`src/rtl/phase_edge_pkg.sv`:
```
package phase_edge_pkg;

  // Strobes from the decode control to the waveform datapath.
  typedef struct packed {
    logic advance;   // counter and chains may move this clock
    logic leadClr;   // terminal count: leading group returns low
    logic leadSet;   // first leading waveform rises
    logic trailSet;  // terminal count: trailing group returns high
    logic trailClr;  // first trailing waveform falls
  } edgeStrobes_t;

endpackage

```
`src/rtl/phase_edge_counter.sv`:
```
module phase_edge_counter #(
  parameter int CNT_W = 8
) (
  input  logic             clk,
  input  logic             rst,
  input  logic             advance,
  output logic [CNT_W-1:0] count
);

  localparam logic [CNT_W-1:0] CNT_MAX = '1;
  localparam logic [CNT_W-1:0] CNT_ONE = CNT_W'(1);

  always_ff @(posedge clk) begin
    if (rst) begin
      count <= CNT_MAX;
    end else if (advance) begin
      count <= count + CNT_ONE;
    end
  end

endmodule

```
`src/rtl/phase_edge_ctrl.sv`:
```
module phase_edge_ctrl
  import phase_edge_pkg::*;
#(
  parameter int CNT_W        = 8,
  parameter int LEAD_SET_AT  = 1,
  parameter int TRAIL_CLR_AT = 251
) (
  input  logic [CNT_W-1:0] count,
  input  logic             enable,
  output edgeStrobes_t     strobes
);

  localparam logic [CNT_W-1:0] CNT_MAX  = '1;
  localparam logic [CNT_W-1:0] LEAD_PT  = CNT_W'(LEAD_SET_AT);
  localparam logic [CNT_W-1:0] TRAIL_PT = CNT_W'(TRAIL_CLR_AT);

  logic wrapHit;
  logic leadHit;
  logic trailHit;

  // Three decodes in total, shared by all seven waveforms.
  always_comb begin
    wrapHit  = (count == CNT_MAX);
    leadHit  = (count == LEAD_PT);
    trailHit = (count == TRAIL_PT);
  end

  always_comb begin
    strobes.advance  = enable;
    strobes.leadClr  = enable & wrapHit;
    strobes.trailSet = enable & wrapHit;
    strobes.leadSet  = enable & leadHit;
    strobes.trailClr = enable & trailHit;
  end

endmodule

```
`src/rtl/phase_edge_bank.sv`:
```
module phase_edge_bank
  import phase_edge_pkg::*;
#(
  parameter int LEAD_N  = 4,
  parameter int TRAIL_N = 3
) (
  input  logic               clk,
  input  logic               rst,
  input  edgeStrobes_t       strobes,
  output logic [LEAD_N-1:0]  leadQ,
  output logic [TRAIL_N-1:0] trailQ
);

  logic [LEAD_N-1:0]  leadNext;
  logic [TRAIL_N-1:0] trailNext;

  // Leading group: clear wins over set; the top bit is set by decode,
  // each lower bit is set once its upper neighbour is high.
  for (genvar i = 0; i < LEAD_N; i++) begin : g_lead
    logic setCond;
    if (i == LEAD_N - 1) begin : g_head
      always_comb setCond = strobes.leadSet;
    end else begin : g_link
      always_comb setCond = strobes.advance & leadQ[i+1];
    end
    always_comb begin
      if (strobes.leadClr)  leadNext[i] = 1'b0;
      else if (setCond)     leadNext[i] = 1'b1;
      else                  leadNext[i] = leadQ[i];
    end
  end

  // Trailing group: set wins over clear; bit 0 is cleared by decode,
  // each higher bit is cleared once its lower neighbour is low.
  for (genvar j = 0; j < TRAIL_N; j++) begin : g_trail
    logic clrCond;
    if (j == 0) begin : g_head
      always_comb clrCond = strobes.trailClr;
    end else begin : g_link
      always_comb clrCond = strobes.advance & ~trailQ[j-1];
    end
    always_comb begin
      if (strobes.trailSet) trailNext[j] = 1'b1;
      else if (clrCond)     trailNext[j] = 1'b0;
      else                  trailNext[j] = trailQ[j];
    end
  end

  always_ff @(posedge clk) begin
    if (rst) begin
      leadQ  <= '0;
      trailQ <= '1;
    end else begin
      leadQ  <= leadNext;
      trailQ <= trailNext;
    end
  end

endmodule

```
`src/rtl/phase_edge_gen.sv`:
```
module phase_edge_gen
  import phase_edge_pkg::*;
#(
  parameter int CNT_W        = 8,
  parameter int LEAD_N       = 4,
  parameter int TRAIL_N      = 3,
  parameter int LEAD_SET_AT  = 1,
  parameter int TRAIL_CLR_AT = 251,
  localparam int NUM_W       = LEAD_N + TRAIL_N
) (
  input  logic             clk,
  input  logic             rst,
  input  logic             enable,
  output logic [NUM_W-1:0] waveOut,
  output logic [CNT_W-1:0] count
);

  edgeStrobes_t       strobes;
  logic [LEAD_N-1:0]  leadQ;
  logic [TRAIL_N-1:0] trailQ;

  phase_edge_ctrl #(
    .CNT_W       (CNT_W),
    .LEAD_SET_AT (LEAD_SET_AT),
    .TRAIL_CLR_AT(TRAIL_CLR_AT)
  ) u_ctrl (
    .count  (count),
    .enable (enable),
    .strobes(strobes)
  );

  phase_edge_counter #(.CNT_W(CNT_W)) u_cnt (
    .clk    (clk),
    .rst    (rst),
    .advance(strobes.advance),
    .count  (count)
  );

  phase_edge_bank #(.LEAD_N(LEAD_N), .TRAIL_N(TRAIL_N)) u_bank (
    .clk    (clk),
    .rst    (rst),
    .strobes(strobes),
    .leadQ  (leadQ),
    .trailQ (trailQ)
  );

  assign waveOut = {trailQ, leadQ};

endmodule

```
`config.mk`:
```
export PLATFORM = sky130hd
export DESIGN_NAME = phase_edge_gen
export DESIGN_NICKNAME = d
export VERILOG_FILES = /design/src/rtl/phase_edge_pkg.sv /design/src/rtl/phase_edge_counter.sv /design/src/rtl/phase_edge_ctrl.sv /design/src/rtl/phase_edge_bank.sv /design/src/rtl/phase_edge_gen.sv
export SDC_FILE = /design/constraint.sdc
export NUM_CORES = 1
export LEC_CHECK = 0
export BUFFER_PORTS_ARGS = -buffer_cell sky130_fd_sc_hd__buf_2
export CAP_MARGIN = 20
export CORE_AREA = 2 2 39 41
export DETAILED_ROUTE_END_ITERATION = 10
export DIE_AREA = 0 0 41 43
export PLACE_DENSITY = 0.75
export REMOVE_ABC_BUFFERS = 1
export SLEW_MARGIN = 20
export SYNTH_ARGS = -nofsm -noshare
export SYNTH_HDL_FRONTEND = slang
export SYNTH_HIERARCHICAL = 1
export SYNTH_SLANG_ARGS = --single-unit
```
`constraint.sdc`:
```
create_clock -name clk -period 2.2 [get_ports clk]
set_clock_uncertainty 0.2 [all_clocks]
set_input_delay 0.11 -clock clk [delete_from_list [all_inputs] [get_ports clk]]
set_output_delay 0.11 -clock clk [all_outputs]
set_load 0.02 [all_outputs]
```
==> impl_metrics.json <==
{
  "status": "finished, final reports clean",
  "wl_per_cell_um": 12.0,
  "ys_seq_elements": 15,
  "root_buffer": "clkbuf_4",
  "drv_cap": 0,
  "worst-r2r-cell-count": 4,
  "rsz0062_at_grt": "false",
  "timing.final.setup_violations": 0,
  "reg2reg_slack_ps": 570,
  "vias": 570,
  "peakVddDrop_mv": 0.369,
  "wl_met2_um": 608,
  "die-area_mm2": 0.00176,
  "totalPowerFinal_mw": 0.617,
  "multi_input_area_um2": 318,
  "design.core.area_mm2": 0.00138,
  "crit_type": "reg -> reg",
  "fin_crit_sh": 0.741,
  "antenna_cells": 0,
  "drive_gt1_frac": 0.307,
  "wl_met1_um": 550,
  "drt_iter0_drc": 10,
  "ios": 18,
  "clock_latency_ps": 280,
  "max_slew_margin": 0.595,
  "port_buffers": 17,
  "place_area_um2": 734,
  "vias_per_cell": 5.48,
  "wl_met3_um": 89,
  "min_period_ps": 1630,
  "clkTransAtPathRegs_ps": 80,
  "rows": 14,
  "die-width_um": 41,
  "synth_warnings": 6,
  "min_from": "enable",
  "synthCells": 68,
  "grt_pass1_wl_um": 2050,
  "fillCellCount": 143,
  "worst_slew_pin_slew_ps": 603,
  "mostFrequentLayoutCells": "17 x buf_2, 15 x dfxtp_1, 9 x nor3_1",
  "synth-async-reset-ratio": 0,
  "whs_path_depth": 3,
  "layout.nets": 93,
  "track_usage": 0.176,
  "cp.arrival_ps": 1600,
  "ys.flop_type": "dfxtp_1",
  "final_area_um2": 771,
  "postRouteAntennaNets": 0,
  "worstReg2RegEnd": "u_cnt/count[6]",
  "start_kind": "flop",
  "wirelength_um": 1250,
  "antenna_found_initial": 0,
  "ff_latch_area_um2": 300,
  "syn_avg_cell_area_um2": 9.48,
  "finalHoldViolCount": 0,
  "synth_edf_count": 0,
  "ctsResizeCount": 0,
  "cts_tree": "yes",
  "cts_made_buffers": 3,
  "cts_max_level": 1,
  "synth_area_um2": 644,
  "highest_layer": "met3",
  "worst_setup_path_end_kind": "flop",
  "first_global_vias": 493,
  "place.gp.congestion": 0.786,
  "drcViolationCount": 0,
  "drtPass1Iterations": 4,
  "timing.rr.start": "u_cnt/count[0]",
  "ctsLongestPathBuffers": 2,
  "final.setup.tns_ps": 0,
  "max_freq_mhz": 614,
  "hold_end": "u_cnt/count[0]",
  "final_common_cell": "buf_2",
  "die_h_um": 43,
  "required_ps": 2170,
  "crit_fanout": 6,
  "dp_hpwl_um": 886,
  "hold_path_class": "in -> reg",
  "overflow": 0,
  "areaGrowthSynthToFinish_pct": 19.6,
  "grt_start_max_net_pins": 15,
  "seq_area_frac_synth": 0.466,
  "synth.distinct_cells": 28,
  "power_leakage_nw": 0.337,
  "powerDensity_mw_per_mm2": 800,
  "cts.sinks": 15,
  "slew_violations": 0,
  "start_util": 0.466
}
==> Yosys cell counts, types with 2 or more instances <==
| library cell | count | area [µm²] |
|---|---|---|
| a21oi_1 | 3 | 15.0 |
| nand3_1 | 3 | 15.0 |
| nand4_1 | 3 | 18.8 |
| nand2b_1 | 3 | 18.8 |
| nor3_1 | 9 | 45.0 |
| o21ai_0 | 2 | 10.0 |
| or3b_1 | 3 | 26.3 |
| o21ai_1 | 3 | 15.0 |
| dfxtp_1 | 15 | 300 |
| inv_1 | 3 | 11.3 |
| nand2_1 | 2 | 7.51 |
| buf_4 | 2 | 15.0 |
| xor2_1 | 2 | 17.5 |
==> per-layer routing <==
layer	vias to the layer above	track usage
met3	0	0.0524
met1	263	0.209
li1	287	-
met5	-	0
met2	20	0.256
met4	0	0.120
==> sequential cells by signal, indices dropped and copies added, names as in the netlist <==
| register | cells |
|---|---|
| u_cnt/count | 8 |
| u_bank/leadQ | 4 |
| u_bank/trailQ | 3 |
==> stage by stage <==
step | cells | worst slack (ps) | hold slack [ps] | util
after floorplan | 66 | 536 | -13.2 | -
after global placement | 99 | 585 | 253 | 0.531
after detailed placement | 99 | 576 | 251 | 0.531
after CTS | 104 | 564 | 46.7 | 0.557
after global routing | 104 | 414 | 62.3 | 0.557
final | 104 | 570 | 52.7 | 0.557
==> power by group <==
group / switching [mW] / internal, mW / leakage [nW]
Clock: 0.0836 / 0.0703 / 0.0150
Sequential: 0.0338 / 0.292 / 0.123
Combinational: 0.0808 / 0.0561 / 0.200
==> worst max path at each step <==
stage	startpoint	endpoint	slack, ps
detailed placement	u_cnt/count[0]	u_cnt/count[6]	580
global route	u_cnt/count[4]	u_bank/trailQ[0]	410
finish	u_cnt/count[0]	u_cnt/count[6]	570
floorplan	u_cnt/count[0]	u_cnt/count[6]	540
CTS	u_cnt/count[0]	u_cnt/count[6]	560
global placement	u_cnt/count[0]	u_cnt/count[6]	590
==> worst max-delay path, stage by stage (launching register included) <==
cell     delay, ps
dfxtp_1        460
ha_1           240
nand3_1        130
o21ai_0        160
or3b_1         340
==> cell type report <==
cell class	count	share of cell area
Tap cell	16	0.0260
Clock buffer	4	0.0341
Timing Repair Buffer	18	0.123
Sequential cell	15	0.390
Inverter	3	0.0146
Multi-Input combinational cell	48	0.412
==> kinds of logic after synthesis <==
kind of cell    Yosys count  synth area share
compound gates           12             0.117
simple gates             32             0.317
xor+xnor                  3            0.0408
buf+inv                   5            0.0408
flops                    15             0.466
fa+ha+maj                 1            0.0194
==> repair_timing <==
| item | in CTS | in global routing |
|---|---|---|
| endpoints found under the hold margin | 5 | 0 |
| setup buffers | 0 | 0 |
| hold buffers | 1 | 0 |
(Power assumes the default switching activity.)
